[src/rtl/refsel_pkg.sv]
package refsel_pkg;
  typedef enum logic [1:0] {
    MODE_PIN         = 2'b00,
    MODE_AUTO_HOLD   = 2'b01,
    MODE_AUTO_REVERT = 2'b10,
    MODE_REG         = 2'b11
  } sel_mode_e;

  function automatic logic mode_is_auto(input logic [1:0] m);
    return (m == MODE_AUTO_HOLD) || (m == MODE_AUTO_REVERT);
  endfunction
endpackage

[src/rtl/refsel_edge_sync.sv]
module refsel_edge_sync #(
  parameter int STAGES = 2
) (
  input  logic clk,
  input  logic rst,
  input  logic async_i,
  output logic rise_o
);
  logic [STAGES-1:0] chain_q;
  logic              last_q;

  always_ff @(posedge clk) begin
    if (rst) begin
      chain_q <= '0;
      last_q  <= 1'b0;
    end else begin
      chain_q <= {chain_q[STAGES-2:0], async_i};
      last_q  <= chain_q[STAGES-1];
    end
  end

  assign rise_o = chain_q[STAGES-1] & ~last_q;
endmodule

[src/rtl/refsel_activity_mon.sv]
module refsel_activity_mon #(
  parameter int CNT_W = 8,
  parameter int RUN_W = 4
) (
  input  logic             clk,
  input  logic             rst,
  input  logic             edge_i,
  input  logic [CNT_W-1:0] loss_limit_i,
  input  logic [RUN_W-1:0] good_count_i,
  output logic             lost_o
);
  localparam logic [CNT_W-1:0] GAP_MAX = '1;

  logic [CNT_W-1:0] gap_q, gap_next;
  logic [RUN_W-1:0] run_q;
  logic [RUN_W:0]   run_inc;
  logic             lost_q;

  always_comb begin
    gap_next = (gap_q == GAP_MAX) ? gap_q : gap_q + 1'b1;
    run_inc  = {1'b0, run_q} + 1'b1;
  end

  always_ff @(posedge clk) begin
    if (rst) begin
      gap_q  <= '0;
      run_q  <= '0;
      lost_q <= 1'b1;
    end else if (edge_i) begin
      gap_q <= '0;
      if (lost_q) begin
        if (run_inc >= {1'b0, good_count_i}) begin
          lost_q <= 1'b0;
          run_q  <= '0;
        end else begin
          run_q <= run_inc[RUN_W-1:0];
        end
      end
    end else begin
      gap_q <= gap_next;
      if (gap_next >= loss_limit_i) begin
        lost_q <= 1'b1;
        run_q  <= '0;
      end
    end
  end

  assign lost_o = lost_q;

  a_r2_loss_needs_idle: assert property (@(posedge clk) disable iff (rst)
    $rose(lost_q) |-> !$past(edge_i));
  a_r3_clear_needs_edge: assert property (@(posedge clk) disable iff (rst)
    $fell(lost_q) |-> $past(edge_i));
endmodule

[src/rtl/refsel_choose.sv]
module refsel_choose
  import refsel_pkg::*;
(
  input  logic       clk,
  input  logic       rst,
  input  logic [1:0] mode_i,
  input  logic       sel_pin_i,
  input  logic       sel_reg_i,
  input  logic [1:0] lost_i,
  output logic       sel_o
);
  logic [1:0] mode_q;
  logic       sel_q, sel_d;
  logic       entering, prim, other;

  always_comb begin
    prim     = sel_reg_i;
    other    = ~sel_q;
    entering = mode_is_auto(mode_i) && (mode_q != mode_i);
    sel_d    = sel_q;
    case (mode_i)
      MODE_PIN: sel_d = sel_pin_i;
      MODE_REG: sel_d = sel_reg_i;
      default: begin
        if (entering) begin
          if (!lost_i[prim])       sel_d = prim;
          else if (!lost_i[~prim]) sel_d = ~prim;
        end else if (lost_i[sel_q] && !lost_i[other]) begin
          sel_d = other;
        end else if ((mode_i == MODE_AUTO_REVERT) && (sel_q != prim) && !lost_i[prim]) begin
          sel_d = prim;
        end
      end
    endcase
  end

  always_ff @(posedge clk) begin
    if (rst) begin
      mode_q <= MODE_PIN;
      sel_q  <= 1'b0;
    end else begin
      mode_q <= mode_i;
      sel_q  <= sel_d;
    end
  end

  assign sel_o = sel_q;

  a_r4_pin_follows: assert property (@(posedge clk) disable iff (rst)
    (mode_i == MODE_PIN) |=> (sel_q == $past(sel_pin_i)));
  a_r5_reg_follows: assert property (@(posedge clk) disable iff (rst)
    (mode_i == MODE_REG) |=> (sel_q == $past(sel_reg_i)));
  a_r7_never_onto_lost: assert property (@(posedge clk) disable iff (rst)
    (mode_is_auto($past(mode_i)) && (sel_q != $past(sel_q)))
      |-> !(sel_q ? $past(lost_i[1]) : $past(lost_i[0])));
  a_r9_hold_unless_lost: assert property (@(posedge clk) disable iff (rst)
    (($past(mode_i) == MODE_AUTO_HOLD) && ($past(mode_q) == MODE_AUTO_HOLD) && (sel_q != $past(sel_q)))
      |-> ($past(sel_q) ? $past(lost_i[1]) : $past(lost_i[0])));
endmodule

[src/rtl/dual_ref_selector.sv]
module dual_ref_selector #(
  parameter int CNT_W       = 8,
  parameter int RUN_W       = 4,
  parameter int SYNC_STAGES = 2
) (
  input  logic             clk,
  input  logic             rst,
  input  logic [1:0]       ref_clk_i,
  input  logic             sel_pin_i,
  input  logic [1:0]       mode_i,
  input  logic             sel_reg_i,
  input  logic [CNT_W-1:0] loss_limit_i,
  input  logic [RUN_W-1:0] good_count_i,
  output logic             sel_o,
  output logic [1:0]       lost_o
);
  localparam int NUM_REF = 2;

  logic [NUM_REF-1:0] rise;
  logic [NUM_REF-1:0] lost;

  for (genvar i = 0; i < NUM_REF; i++) begin : g_ref
    refsel_edge_sync #(.STAGES(SYNC_STAGES)) u_sync (
      .clk     (clk),
      .rst     (rst),
      .async_i (ref_clk_i[i]),
      .rise_o  (rise[i])
    );
    refsel_activity_mon #(.CNT_W(CNT_W), .RUN_W(RUN_W)) u_mon (
      .clk          (clk),
      .rst          (rst),
      .edge_i       (rise[i]),
      .loss_limit_i (loss_limit_i),
      .good_count_i (good_count_i),
      .lost_o       (lost[i])
    );
  end

  refsel_choose u_choose (
    .clk       (clk),
    .rst       (rst),
    .mode_i    (mode_i),
    .sel_pin_i (sel_pin_i),
    .sel_reg_i (sel_reg_i),
    .lost_i    (lost),
    .sel_o     (sel_o)
  );

  assign lost_o = lost;
endmodule

[config.mk]
export PLATFORM = sky130hd
export DESIGN_NAME = dual_ref_selector
export DESIGN_NICKNAME = d
export VERILOG_FILES = /design/src/rtl/refsel_pkg.sv /design/src/rtl/refsel_edge_sync.sv /design/src/rtl/refsel_activity_mon.sv /design/src/rtl/refsel_choose.sv /design/src/rtl/dual_ref_selector.sv
export SDC_FILE = /design/constraint.sdc
export NUM_CORES = 1
export LEC_CHECK = 0
export BUFFER_PORTS_ARGS = -buffer_cell sky130_fd_sc_hd__buf_4
export CAP_MARGIN = 25
export CELL_PAD_IN_SITES_DETAIL_PLACEMENT = 1
export CELL_PAD_IN_SITES_GLOBAL_PLACEMENT = 1
export CORE_MARGIN = 1
export CORE_UTILIZATION = 45
export DETAILED_ROUTE_END_ITERATION = 6
export PLACE_DENSITY = 0.76
export SLEW_MARGIN = 10
export SYNTH_ARGS = -nofsm -noshare
export SYNTH_HDL_FRONTEND = slang
export SYNTH_SLANG_ARGS = --single-unit
[constraint.sdc]
create_clock -name clk -period 3.1 [get_ports clk]
set_clock_uncertainty 0.15 [all_clocks]
set_input_delay 0.62 -clock clk [delete_from_list [all_inputs] [get_ports clk]]
set_output_delay 0.62 -clock clk [all_outputs]
set_load 0.05 [all_outputs]
Word-level counts from Yosys, hierarchy flattened --
Index checks and enable logic that the tools add are counted.
Operators by class: $add $sub $neg 4, magnitude comparators 8, equality and inequality tests 10, mux-type cells 32, bitwise operators 6, reduce and logical (&&, ||, !) cells 16
Operators by type and width (number):
- two-way mux 4 bit | 8
- two-way mux 1 bit | 21
- adder 8 x 1 -> 8 bit (second input constant) | 2
- equality test 8 bit (second input constant) | 2
- greater-or-equal comparator 8 bit | 2
- two-way mux 8 bit | 2
- adder 4 x 1 -> 5 bit (second input constant) | 2
- greater-or-equal comparator 5 x 4 -> 1 bit | 2
- < comparator 1 x 2 -> 1 bit (second input constant) | 4
- AND reduction 2 bit | 3
- inequality test 5 bit (second input constant) | 1
- nonzero test 5 bit | 1
- equality test 2 bit (second input constant) | 2
- logical AND 1 bit | 4
- inequality test 2 bit (second input constant) | 2
- inverter 1 bit | 4
- nonzero test 2 bit | 2
- OR reduction 2 bit | 2
- bitwise AND 1 bit | 2
- equality test 2 x 1 -> 1 bit (second input constant) | 1
- logical NOT 1 bit | 2
- logical NOT 2 bit | 1
- inequality test 2 bit | 1
- one-hot mux 1 bit (2 select lines) | 1
- 2 further kinds | 2
Storage, ports and cells: register bits 35, bits of input ports 20, output and inout port bits 3, logic and storage cells 88

Longest topological paths before layout --
Gate-level depths: netlist (run 1).
depth in word-level cells 8, gate-level depth with buffers 11, mapped depth without buffers 11

Hierarchy --
Synthesis (run 1) repeated with hierarchy kept, for this count alone.
Second synthesis, totals: cell total of the unflattened synthesis 261, area, all modules 2324.7 µm²
Modules (own cells, without submodules):
- refsel_activity_mon | times used 2, cells an instance 105, area an instance 933.4 µm², sequential area each 260.2 µm²
- refsel_choose | times used 1, cells an instance 37, area an instance 282.8 µm², sequential area each 60.1 µm²
- refsel_edge_sync | times used 2, cells an instance 7, area an instance 87.6 µm², sequential area each 60.1 µm²

Worst setup path before layout (run 1) --
No wires, ideal clock.
path type register -> register, start point register g_ref[0].u_mon.gap_q[0], end point register g_ref[0].u_mon.lost_q, library setup time 114 ps, arrival 2416 ps, required time 2836 ps, slack 420 ps, stages on the path, launching flop included 12, buffers on the path 0, clock period less this slack 2680 ps, cell sequence dfxtp_1 > ha_1 > and3_1 > nand2_1 > nor3b_1 > nor2_1 > ha_1 > a21o_1 > a2111oi_0 > o21a_1 > o21ai_0 > a21o_1
On the way: cells in the longest elaborated chain, start to end 4, elaborated cells between the ends (all ways) 5, those cells by class 1 x add/sub; 1 x order compare; 1 x eq/ne; 1 x mux; 1 x reduce/logical
RTL lines:
- from (decl) | RTL line refsel_activity_mon.sv:14 | logic [CNT_W-1:0] gap_q, gap_next;
- from (signal assigned) | RTL line refsel_activity_mon.sv:40 | gap_q <= gap_next;
- adder 8 x 1 -> 8 bit or equality test 8 bit (tied branches) | RTL line refsel_activity_mon.sv:20 | gap_next = (gap_q == GAP_MAX) ? gap_q : gap_q + 1'b1;
- two-way mux 8 bit * | RTL line refsel_activity_mon.sv:20
- named net g_ref[0].u_mon.gap_next[6] | RTL line refsel_activity_mon.sv:14
- greater-or-equal comparator 8 bit * | RTL line refsel_activity_mon.sv:41 | if (gap_next >= loss_limit_i) begin
- nonzero test 2 bit (no line) *
- to (signal assigned) | RTL line refsel_activity_mon.sv:28 | lost_q <= 1'b1;
- to (signal assigned) | RTL line refsel_activity_mon.sv:33 | lost_q <= 1'b0;
- to (signal assigned) | RTL line refsel_activity_mon.sv:42 | lost_q <= 1'b1;
- to (decl) | RTL line refsel_activity_mon.sv:17 | logic lost_q;
Mark *: on every way through the listed nets, which the timed path passes. The rest lies on a longest branch. A chain may end at the register's enable or synchronous reset.

Worst setup path after layout (run 1) --
Ends and elaborated chain as after synthesis.

==> flow_summary.rst, run 1 <==
.. list-table::
   :header-rows: 1

   * - Metric
     - Value
   * - Upper clock frequency limit
     - ~350 MHz
   * - Required time at the endpoint of the critical path
     - between 3 and 4 ns
   * - Final Hold Viols
     - 0
   * - Post-synth EDFFs
     - 0
   * - Final clock period utilization by the worst path
     - 92.6%
   * - Global-route wire length before repair
     - roughly 8.2 mm
   * - End of the critical path
     - g_ref[0].u_mon.lost_o
   * - Signed area change from the synthesized netlist to the final layout
     - 14.7%
   * - Reg-to-reg slack, setup
     - around 0.23 ns
   * - Count of final setup violators
     - 0
   * - Type of origin of the critical path
     - flop
   * - Syn Nets
     - ~300
   * - Count of maximum capacitance violations
     - 0
   * - P_leak
     - roughly 1.2 nW
   * - Worst VDD drop
     - 0.361 mV
   * - Sequential power share
     - a little under half
   * - Slowest stage cell, crit path
     - a2111oi_0
   * - Proportion of synthesized chip area in sequential cells
     - between 30% and 40%
   * - Crit path max fanout
     - 5
   * - Class of the most critical hold timing path
     - flop to flop
   * - Register bit total from synthesis
     - 35
   * - Critical path capture point type
     - flop
   * - Netlist area before placement
     - ~2200 µm²
   * - Worst r2r path cells
     - 11
   * - Total number of nets in the final design
     - 320
   * - H-tree level count
     - 2
   * - Number of antenna violations at the first check in global routing
     - 0
   * - Proportion of power drawn by combinational gates
     - between 10% and 20%
   * - Die span in x
     - roughly 70 µm
   * - Clock group share of total power
     - approximately two fifths
   * - Stage delay of the slowest cell on the critical path
     - around 0.42 ns
   * - Core footprint
     - 4500 µm²
   * - Dominant synthesized flop cell
     - dfxtp_1
   * - Via count of the first global-routing pass
     - approximately 1900
   * - Total routed wirelength
     - approximately 4.7 mm
   * - CTS clock-pin slew for the worst setup and hold paths
     - approximately 0.080 ns
   * - Source of the worst register-to-register timing path
     - g_ref[0].u_mon.gap_q[0]
   * - First drt pass iteration count
     - 4
   * - CTS root buf
     - clkbuf_8
   * - Slew at the pin with the worst max-slew slack
     - ~0.63 ns
   * - Largest net degree at the start of global routing
     - 26
   * - Floorplan row count
     - 24
   * - Destination of the worst register-to-register timing path
     - g_ref[0].u_mon.lost_o
   * - Clock latency of the later-clocked register in the worst-skew pair
     - around 0.29 ns
   * - Pins Over Slew Limit
     - 0
   * - Critical path startpoint
     - g_ref[0].u_mon.gap_q[0]
   * - Max transition margin
     - between 50% and 60%
   * - Post-CTS Setup Inserts
     - 0
   * - Number of placed I/O pins
     - 23
   * - Post-DR vias/cell
     - 5.54
   * - Number of inserted diodes
     - 0
   * - Via total after detailed routing
     - ~1800
   * - Count of cells resized by post-cts repair
     - 0
   * - Average instance area after synthesis
     - slightly below 9 µm²
   * - Crit path arrival time
     - between 2 and 3 ns
   * - Power per cell area
     - between 400 and 500 nW/µm²
   * - Proportion of layout cells with a drive suffix above 1
     - roughly 17%
   * - Area share of the largest cell type after synthesis
     - about 32%
   * - Antenna Violating Nets Remaining
     - 0
   * - Overall track demand over capacity in global routing
     - around a fifth
   * - Final critical-path required period
     - about 2.9 ns
   * - Cell-by-cell trace of the critical path
     - ha_1 > and3_1 > nand2_1 > nor3b_2 > nor2_1 > ha_1 > a21o_1 > a2111oi_0 > o21a_1 > o21ai_0 > a21o_1
   * - GPL Wtd Cong
     - approximately 0.80
   * - Count of input and output buffers
     - 22
   * - RSZ-0062 raised after global routing
     - false
   * - Sw Share
     - 24.6%
   * - Total CTS buffers
     - 5
   * - Run status
     - finished, final reports clean
   * - Iteration-0 DRC Markers
     - 72
   * - Final design instance area without fill
     - roughly 2500 µm²
   * - Number of buffers on the longest clock path
     - 2
   * - Net Switching
     - 0.251 mW
   * - Total congestion overflow
     - 0
   * - CTS sink count
     - 35
   * - Cell taking the most area after synthesis
     - dfxtp_1
   * - Gate count after technology mapping
     - roughly 250
   * - Total of hold buffers inserted after clock tree synthesis
     - 0
   * - Post-detail-place hpwl
     - about 3.7 mm
   * - Internal power summed over all cells
     - between 0.7 and 0.8 mW
   * - Cell area reported after detailed placement
     - 2390 µm²
   * - TritonCTS clock tree
     - done
   * - Routed wire length per instance
     - 14.5 µm
   * - Die area
     - ~5100 µm²
   * - Number of remaining DRC errors
     - 0
   * - Initial cell density of the core
     - between 40% and 50%
   * - Post-synthesis async set-or-reset flop share
     - 0%
   * - Height of the die
     - just over 70 µm
   * - Post-Route Setup TNS
     - 0 ns
   * - Count of yosys warnings during synthesis
     - 0
   * - Number of distinct library cells after synthesis
     - 46
   * - Top cells by area in the synthesized netlist
     - dfxtp_1, ha_1, nor2b_1
   * - Class of the most critical setup path
     - flop to flop
## registers in the layout, summed over array words and instances, names as in the netlist
signal	cells
u_choose.sel_o	1
g_ref.u_mon.gap_q	16
g_ref.u_mon.lost_o	2
g_ref.u_sync.last_q	2
u_choose.mode_q	2
g_ref.u_sync.chain_q	4
g_ref.u_mon.run_q	8
## worst min path at each step
stage | startpoint | to | slack [ns] | cells past startpoint
global placement | g_ref[1].u_sync.chain_q[0] | g_ref[1].u_sync.chain_q[1] | 0.27 | 1
CTS | g_ref[1].u_sync.chain_q[0] | g_ref[1].u_sync.chain_q[1] | 0.30 | 1
global route | g_ref[1].u_sync.chain_q[0] | g_ref[1].u_sync.chain_q[1] | 0.31 | 1
detailed placement | g_ref[1].u_sync.chain_q[0] | g_ref[1].u_sync.chain_q[1] | 0.28 | 1
floorplan | g_ref[0].u_sync.chain_q[0] | g_ref[0].u_sync.chain_q[1] | 0.26 | 1
finish | g_ref[1].u_sync.chain_q[0] | g_ref[1].u_sync.chain_q[1] | 0.29 | 1
## logic make-up after synthesis
kind of cell | share of synthesized area, %
mux | 3.04
simple gates | 24.6
fa+ha+maj | 17.8
buf+inv | 4.53
xor+xnor | 3.21
flops | 32.1
compound gates | 14.7
## per-layer routing
metal / track usage, % / share of wire, %
met4: 5.45 / 0.85
met1: 25.9 / 49
met2: 35.4 / 48
met3: 5.49 / 2.1
met5: 0 / 0
## area by class of cell
class                           count  area [µm²]
Tap cell                           52        65.1
Timing Repair Buffer               23         173
Fill cell                         531        2000
Inverter                           17        63.8
Multi-Input combinational cell    187        1390
Sequential cell                    35         701
Clock buffer                        5        68.8
Clock inverter                      3        43.8
## critical path: cells and delay by family (launching register included)
family / cells / cell delay [ns]
compound gates: 5 / 1.09
fa+ha+maj: 2 / 0.50
flops: 1 / 0.38
simple gates: 4 / 0.66
## power groups by stage
stage	registers, mW	logic [mW]	clock network (mW)
after floorplan	0.487	0.0865	0
after global placement	0.484	0.131	0
after detailed placement	0.485	0.137	0
after CTS	0.475	0.138	0.418
after global routing	0.477	0.155	0.442
final	0.475	0.136	0.410
## cell usage in the layout (no fill, tap or decap), types with 8 or more instances in the layout
cell	netlist	routed
buf_4	2	23
nor3_1	8	8
o21ai_0	12	12
inv_1	17	17
nand2_1	16	16
nor2b_1	14	14
ha_1	31	31
nand3_1	10	10
nor2_1	18	18
dfxtp_1	35	35
## synth_stat cells (3+ instances only)
| cell | count |
|---|---|
| a211oi_1 | 3 |
| a21o_1 | 3 |
| a21oi_1 | 6 |
| a31oi_1 | 4 |
| clkbuf_1 | 4 |
| dfxtp_1 | 35 |
| ha_1 | 31 |
| inv_1 | 17 |
| mux2_2 | 5 |
| nand2_1 | 16 |
| nand3_1 | 10 |
| nand3b_1 | 4 |
| nor2_1 | 18 |
| nor2b_1 | 14 |
| nor3_1 | 8 |
| nor3b_1 | 7 |
| o21a_1 | 6 |
| o21ai_0 | 12 |
| o22ai_1 | 3 |
| or2_2 | 3 |
| xnor2_1 | 3 |
| xor2_1 | 5 |
## stage by stage
step | cells | setup slack, ns | hold slack (ns) | util (%) | power, mW
after floorplan | 246 | 0.420 | 0.264 | - | 0.573
after CTS | 322 | 0.180 | 0.297 | 55.5 | 1.03
after global placement | 314 | 0.302 | 0.267 | 53.0 | 0.615
after detailed placement | 314 | 0.183 | 0.283 | 53.0 | 0.623
final | 322 | 0.229 | 0.292 | 55.6 | 1.02
after global routing | 322 | 0.0185 | 0.312 | 55.6 | 1.07
(Power assumes the default switching activity.)
==> run 2, diff against run 1 <==
--- a/config.mk
+++ b/config.mk
@@ -5,13 +5,15 @@
 export SDC_FILE = /design/constraint.sdc
 export NUM_CORES = 1
 export LEC_CHECK = 0
+export ABC_AREA = 1
 export BUFFER_PORTS_ARGS = -buffer_cell sky130_fd_sc_hd__buf_4
 export CAP_MARGIN = 25
 export CELL_PAD_IN_SITES_DETAIL_PLACEMENT = 1
 export CELL_PAD_IN_SITES_GLOBAL_PLACEMENT = 1
 export CORE_MARGIN = 1
-export CORE_UTILIZATION = 45
+export CORE_UTILIZATION = 43
 export DETAILED_ROUTE_END_ITERATION = 6
+export HOLD_SLACK_MARGIN = 0.1
 export PLACE_DENSITY = 0.76
 export SLEW_MARGIN = 10
 export SYNTH_ARGS = -nofsm -noshare
==> run 2 against run 1 <==
  * Maximum frequency grew 5.4%
  * Hold slack worse by 0.036 ns
  * Critical path depth grew 10
  * Core utilization down 3.8 points
  * Register-to-register slack improved by 0.15 ns
  * Sequential power rose by 1%
  * Count of clock-buffer cells in the layout increased by 1
  * Non-clock buffer count is 1 lower
  * Sequential cell count unchanged
  * Critical path type unchanged
  * Critical endpoint is now g_ref[0].u_mon.run_q[2]
  * Largest cell class unchanged
==> flow_summary.rst, run 2 <==
.. list-table::
   :header-rows: 1

   * - Metric
     - Value
   * - CTS sink count
     - 35
   * - Sequential cell area
     - approximately 700 µm²
   * - Count of final setup violators
     - 0
   * - Dominant synthesized flop cell
     - dfxtp_1
   * - Slowest stage cell, crit path
     - dfxtp_1
   * - Area share of the largest cell type after synthesis
     - around 30%
   * - Run status
     - finished, final reports clean
   * - Post-synthesis async set-or-reset flop share
     - 0%
   * - Type of origin of the critical path
     - flop
   * - Total CTS buffers
     - 5
   * - Syn Nets
     - ~400
   * - Registers with the highest flip-flop counts
     - g_ref.u_mon.gap_q: 16 flops, g_ref.u_mon.run_q: 8 flops, g_ref.u_sync.chain_q: 4 flops
   * - Number of placed I/O pins
     - 23
   * - DP Cell Count
     - approximately 430
   * - Internal power summed over all cells
     - 0.800 mW
   * - Signed area change from the synthesized netlist to the final layout
     - 14.2%
   * - Number of inserted diodes
     - 0
   * - Number of remaining DRC errors
     - 0
   * - Routed wire length per instance
     - approximately 12 µm
   * - Largest register FFs
     - 16
   * - Top cells by area in the synthesized netlist
     - dfxtp_1, ha_1, nand2_1
   * - Sw Share
     - a little over a quarter
   * - Final clock period utilization by the worst path
     - slightly below 90%
   * - Post-CTS Setup Inserts
     - 0
   * - Non-filler cells, final
     - 436
   * - Via count of the first global-routing pass
     - 2096
   * - Post-synth EDFFs
     - 0
   * - Antenna Violating Nets Remaining
     - 0
   * - Netlist area before placement
     - 2360 µm²
   * - Overall track demand over capacity in global routing
     - 19.4%
   * - P_leak
     - ~1.4 nW
   * - Count of cells resized by post-cts repair
     - 0
   * - Post-Route Setup TNS
     - 0 ns
   * - Initial cell density of the core
     - 45.3%
   * - Gate count after technology mapping
     - 341
   * - Number of antenna violations at the first check in global routing
     - 0
   * - CP dominant cell by count
     - nand2_1
   * - Net Switching
     - 0.299 mW
   * - Slew at the pin with the worst max-slew slack
     - approximately 0.6 ns
   * - RSZ-0062 raised after global routing
     - false
   * - Post-detail-place hpwl
     - between 4 and 5 mm
   * - Die area
     - between 5000 and 6000 µm²
   * - H-tree level count
     - 2
   * - Final Hold Viols
     - 0
   * - Worst VDD drop
     - slightly above 0.2 mV
   * - Met2 layer wire length in the routed design
     - between 2 and 3 mm
   * - Class of the most critical hold timing path
     - flop to flop
   * - Commonest cells in the synthesized netlist
     - nand2_1, inv_1, nor2_1
   * - Final critical-path required period
     - roughly 2.7 ns
   * - Count of maximum capacitance violations
     - 0
   * - Most repeated cell in the gate-level netlist after synthesis
     - nand2_1
   * - Register with the highest flop count
     - g_ref.u_mon.gap_q
   * - Count of input and output buffers
     - 22
   * - Critical path capture point type
     - flop
   * - Crit path max fanout
     - 11
   * - Stage delay of the slowest cell on the critical path
     - ~0.36 ns
   * - Area of the multi-input gates
     - between 1000 and 1500 µm²
   * - Met1 WL
     - 2.52 mm
   * - Sequential power share
     - between 40% and 50%
   * - Max transition margin
     - around three fifths
   * - Height of the die
     - roughly 76 µm
   * - Total congestion overflow
     - 0
   * - Post-DR vias/cell
     - a little under 5
   * - Power per cell area
     - about 410 nW/µm²
   * - Clock group share of total power
     - 40.1%
   * - TritonCTS clock tree
     - done
   * - Most common cell after layout, fill and taps aside
     - nand2_1
   * - Core footprint
     - roughly 5200 µm²
   * - Commonest non-fill, non-tap cells in the layout
     - nand2_1, inv_1, nor2_1
   * - Share of the core filled with cells
     - 51.8%
   * - Total number of nets in the final design
     - ~420
   * - Register bit total from synthesis
     - 35
   * - Average instance area after synthesis
     - 6.92 µm²
   * - Number of fill cells
     - 703
   * - Proportion of layout cells with a drive suffix above 1
     - a little over a tenth
   * - Uppermost layer routed
     - met4
   * - Upper clock frequency limit
     - 367 MHz
   * - CTS root buf
     - clkbuf_8
   * - Cell taking the most area after synthesis
     - dfxtp_1
   * - CTS clock-pin slew for the worst setup and hold paths
     - 0.08 ns
   * - Required time at the endpoint of the critical path
     - roughly 3.1 ns
   * - Count of yosys warnings during synthesis
     - 0
   * - Clock latency of the later-clocked register in the worst-skew pair
     - 0.29 ns
   * - Total of hold buffers inserted after clock tree synthesis
     - 0
   * - Floorplan row count
     - 26
   * - Number of distinct library cells after synthesis
     - 30
   * - Die span in x
     - between 70 and 80 µm
   * - Pins Over Slew Limit
     - 0
   * - Met3 Routed Length
     - 142 µm
   * - Proportion of synthesized chip area in sequential cells
     - between 20% and 30%
   * - Largest net degree at the start of global routing
     - 15
   * - Global-route wire length before repair
     - about 9 mm
   * - Via total after detailed routing
     - ~2100
   * - Crit path arrival time
     - about 2.8 ns
   * - Number of buffers on the longest clock path
     - 2
   * - Cell-by-cell trace of the critical path
     - ha_1 > nand3_2 > nor2_2 > inv_2 > nor2_4 > nand2_2 > nand2_1 > nand2_1 > inv_1 > nor2_1 > ha_1 > nand2_1 > nor2_1 > nor2_1 > nand2_1 > nand2_1 > nand2_1 > nand2_1 > nand3_1 > nand2_1 > nor2_1
   * - Proportion of power drawn by combinational gates
     - 16.3%
   * - Iteration-0 DRC Markers
     - 47
   * - First drt pass iteration count
     - 4
   * - Total routed wirelength
     - between 5 and 6 mm
   * - Class of the most critical setup path
     - flop to flop
   * - GPL Wtd Cong
     - 0.830
[run 2: cell count changes in the layout (fill, tap and decap cells not counted), moves of 9 or more]
cell / change
nand3_1: +13
inv_1: +42
nand2_1: +64
nor2_1: +21
nand4_1: +9
a21oi_1: +19
o21ai_0: -10
nor2b_1: -14
[run 2: final timing paths]
path                                                  from                         end  slack [ns]  cells after the start
worst max-delay path               g_ref[0].u_mon.gap_q[1]     g_ref[0].u_mon.run_q[2]        0.38                     21
worst min-delay path            g_ref[0].u_sync.chain_q[0]  g_ref[0].u_sync.chain_q[1]        0.26                      2
worst max register to register     g_ref[0].u_mon.gap_q[1]     g_ref[0].u_mon.run_q[2]        0.38                     21
worst min register to register  g_ref[0].u_sync.chain_q[0]  g_ref[0].u_sync.chain_q[1]        0.26                      2
[run 2: logic make-up after synthesis]
| logic type | after synthesis | synth area share (%) |
|---|---|---|
| AO/OA/AOI/OAI | 35 | 8.17 |
| flip-flops | 35 | 29.7 |
| buffers and inverters | 65 | 11.0 |
| XOR/XNOR | 13 | 5.14 |
| adder cells (fa/ha/maj) | 31 | 16.4 |
| AND/OR/NAND/NOR | 162 | 29.5 |
[run 2: power groups by stage]
stage | clock, mW | combinational, mW | sequential, mW
CTS | 0.443 | 0.183 | 0.480
global placement | 0 | 0.177 | 0.490
global route | 0.467 | 0.208 | 0.482
detailed placement | 0 | 0.181 | 0.490
finish | 0.440 | 0.179 | 0.480
floorplan | 0 | 0.122 | 0.491
[run 2: layout make-up]
type / count / share of cell area, %
clock inverters: 2 / 1.30
inverters: 60 / 8.36
multi-input cells: 241 / 51.9
well taps: 70 / 3.25
repair buffers: 22 / 6.13
flip-flops and latches: 35 / 26.0
clock buffers: 6 / 3.06
[run 2: through the flow]
step | power [mW] | hold slack (ns) | area (µm²) | worst slack (ns)
final | 1.10 | 0.255 | 2700 | 0.376
after global routing | 1.16 | 0.279 | 2700 | 0.00795
after CTS | 1.11 | 0.259 | 2700 | 0.342
after detailed placement | 0.671 | 0.249 | 2580 | 0.359
after global placement | 0.667 | 0.247 | 2580 | 0.457
after floorplan | 0.613 | 0.238 | 2360 | 0.736
[run 2: per-layer routing]
layer  track usage, %  vias to the layer above
li1                 -                     1123
met1             24.0                      946
met2             33.8                       21
met3             4.19                        6
met4             5.19                        0
met5                0                        -
[run 2: worst max-delay path: cells and delay by family, from the launching register on]
| kind | cells | cell delay, ns |
|---|---|---|
| adder cells (fa/ha/maj) | 2 | 0.49 |
| buffers and inverters | 2 | 0.12 |
| flip-flops | 1 | 0.36 |
| AND/OR/NAND/NOR | 17 | 1.50 |
==> run 3, diff against run 2 <==
==> constraint.sdc (replaced) <==
create_clock -name clk -period 3.1 [get_ports clk]
set_clock_uncertainty 0.15 [all_clocks]
set_input_delay 0.155 -clock clk [delete_from_list [all_inputs] [get_ports clk]]
set_output_delay 0.155 -clock clk [all_outputs]
set_load 0.05 [all_outputs]
==> run 3 against run 2 <==
  * First-iteration DRC count decreased by 11%
  * Largest power group unchanged
  * Critical path type unchanged
  * Die area unchanged
  * Wire length increased by 3.6%
  * Combinational power increased by 6%
  * Final cell count increased by 2.3%
==> flow_summary.rst, run 3 (synthesis gave the netlist of run 2 again) <==
.. list-table::
   :header-rows: 1

   * - Metric
     - Value
   * - Pins Over Slew Limit
     - 0
   * - Cell area reported after detailed placement
     - 2580 µm²
   * - Critical path capture point type
     - flop
   * - Number of buffers on the longest clock path
     - 2
   * - Sw Share
     - 27.2%
   * - RSZ-0062 raised after global routing
     - false
   * - Overall track demand over capacity in global routing
     - 20.0%
   * - Number of antenna violations at the first check in global routing
     - 0
   * - Total CTS buffers
     - 5
   * - Total congestion overflow
     - 0
   * - Crit path arrival time
     - about 2.8 ns
   * - Total routed wirelength
     - between 5 and 6 mm
   * - Post-CTS Setup Inserts
     - 0
   * - Antenna Violating Nets Remaining
     - 0
   * - Type of origin of the critical path
     - flop
   * - Number of placed I/O pins
     - 23
   * - Count of final setup violators
     - 0
   * - Upper clock frequency limit
     - around 370 MHz
   * - Final design instance area without fill
     - around 2800 µm²
   * - Number of fill cells
     - 700
   * - Worst VDD drop
     - 0.206 mV
   * - CTS sink count
     - 35
   * - Largest net degree at the start of global routing
     - 15
   * - Commonest non-fill, non-tap cells in the layout
     - nand2_1, inv_1, nor2_1
   * - Proportion of layout cells with a drive suffix above 1
     - 10.6%
   * - GPL Wtd Cong
     - 0.830
   * - First drt pass iteration count
     - 4
   * - Iteration-0 DRC Markers
     - 42
   * - Class of the most critical setup path
     - flop to flop
   * - Final WS setup
     - approximately 0.38 ns
   * - Number of inserted diodes
     - 0
   * - Post-detail-place hpwl
     - between 4 and 5 mm
   * - CTS clock-pin slew for the worst setup and hold paths
     - 0.08 ns
   * - Slew at the pin with the worst max-slew slack
     - about 0.6 ns
   * - Initial cell density of the core
     - 45.3%
   * - Clock group share of total power
     - 39.7%
   * - Signed area change from the synthesized netlist to the final layout
     - 18.5%
   * - Count of input and output buffers
     - 22
   * - Required time at the endpoint of the critical path
     - between 3 and 4 ns
   * - Largest register FFs
     - 16
   * - Register with the highest flop count
     - g_ref.u_mon.gap_q
   * - Count of cells resized by post-cts repair
     - 0
   * - Power per cell area
     - between 300 and 400 nW/µm²
   * - Clock latency of the later-clocked register in the worst-skew pair
     - 0.29 ns
   * - Reg-to-reg slack, setup
     - between 0.3 and 0.4 ns
   * - Hold slack
     - 0.107 ns
   * - Via count of the first global-routing pass
     - 2158
   * - Die area
     - slightly below 6000 µm²
   * - Count of maximum capacitance violations
     - 0
   * - Die span in x
     - around 76 µm
   * - Total number of nets in the final design
     - about 430
   * - CTS root buf
     - clkbuf_8
   * - Global-route wire length before repair
     - approximately 9.4 mm
   * - Max transition margin
     - between 50 and 60%
   * - Proportion of power drawn by combinational gates
     - between 10% and 20%
   * - Final critical-path required period
     - around 2.7 ns
   * - Worst r2r path cells
     - 21
   * - Run status
     - finished, final reports clean
   * - WHS Path Cells
     - 5
   * - Crit path max fanout
     - 11
   * - Internal power summed over all cells
     - about 0.81 mW
   * - Height of the die
     - roughly 76 µm
   * - Post-layout total power
     - approximately 1.1 mW
   * - Most common cell after layout, fill and taps aside
     - nand2_1
   * - Via total after detailed routing
     - around 2100
   * - Net Switching
     - a little over 0.3 mW
   * - Final Hold Viols
     - 0
   * - Sequential power share
     - ~43%
   * - TritonCTS clock tree
     - done
   * - Post-Route Setup TNS
     - 0 ns
   * - Pre-CTS WS
     - approximately 0.36 ns
   * - Class of the most critical hold timing path
     - input pin to flop
   * - P_leak
     - between 1 and 1.5 nW
   * - Registers with the highest flip-flop counts
     - g_ref.u_mon.gap_q: 16 flops, g_ref.u_mon.run_q: 8 flops, g_ref.u_sync.chain_q: 4 flops
   * - Final clock period utilization by the worst path
     - between 80% and 90%
   * - Core footprint
     - between 5000 and 6000 µm²
   * - Post-DR vias/cell
     - between 4 and 5
   * - Floorplan row count
     - 26
   * - Routed wire length per instance
     - between 10 and 15 µm
   * - H-tree level count
     - 2
   * - Number of remaining DRC errors
     - 0
run 3: critical path, cell delays in order (launching register included):
cell	delay [ns]
dfxtp_1	0.36
ha_1	0.21
nand3_2	0.10
nor2_2	0.12
inv_2	0.06
nor2_4	0.10
nand2_2	0.15
nand2_1	0.12
nand2_1	0.05
inv_1	0.06
nor2_1	0.04
ha_1	0.28
nand2_1	0.09
nor2_1	0.05
nor2_1	0.08
nand2_1	0.05
nand2_1	0.06
nand2_1	0.05
nand2_1	0.21
nand3_1	0.11
nand2_1	0.08
nor2_1	0.04
run 3: repair_timing:
| item | 4_1_cts | 5_1_grt |
|---|---|---|
| hold buffers | 10 | 0 |
| setup endpoints to repair | 0 | 0 |
| endpoints found under the hold margin | 13 | 0 |
run 3: path summary, 6_finish.rpt:
kind | endpoint | startpoint
worst max-delay path | g_ref[0].u_mon.run_q[2] | g_ref[0].u_mon.gap_q[1]
worst min-delay path | u_choose.sel_o | sel_reg_i
worst max register to register | g_ref[0].u_mon.run_q[2] | g_ref[0].u_mon.gap_q[1]
worst min register to register | g_ref[0].u_sync.chain_q[1] | g_ref[0].u_sync.chain_q[0]
run 3: final cells by class:
type / count / area [µm²] / area share (%)
Clock inverter: 2 / 35.0 / 1.25
Multi-Input combinational cell: 241 / 1400 / 50.0
Sequential cell: 35 / 701 / 25.1
Timing Repair Buffer: 32 / 265 / 9.49
Inverter: 60 / 225 / 8.06
Tap cell: 70 / 87.6 / 3.13
Clock buffer: 6 / 82.6 / 2.95
run 3: power groups by stage:
stage	Clock, mW	Sequential, mW	Combinational, mW
2_1_floorplan	0	0.491	0.122
3_3_place_gp	0	0.490	0.177
3_5_place_dp	0	0.490	0.181
4_1_cts	0.443	0.480	0.192
5_1_grt	0.467	0.482	0.219
6_report	0.441	0.480	0.190
run 3: per-layer routing:
| metal | wire, µm | GRT usage [%] | up-vias |
|---|---|---|---|
| met1 | 2570 | 24.3 | 965 |
| met3 | 139 | 4.19 | 6 |
| met5 | 0 | 0 | - |
| met2 | 2680 | 35.8 | 25 |
| li1 | - | - | 1143 |
| met4 | 55 | 5.19 | 0 |
run 3: per-stage QoR:
stage,utilization (%),cells
after CTS,53.7,446
after floorplan,-,341
after global placement,49.5,428
after global routing,53.7,446
after detailed placement,49.5,428
final,53.7,446
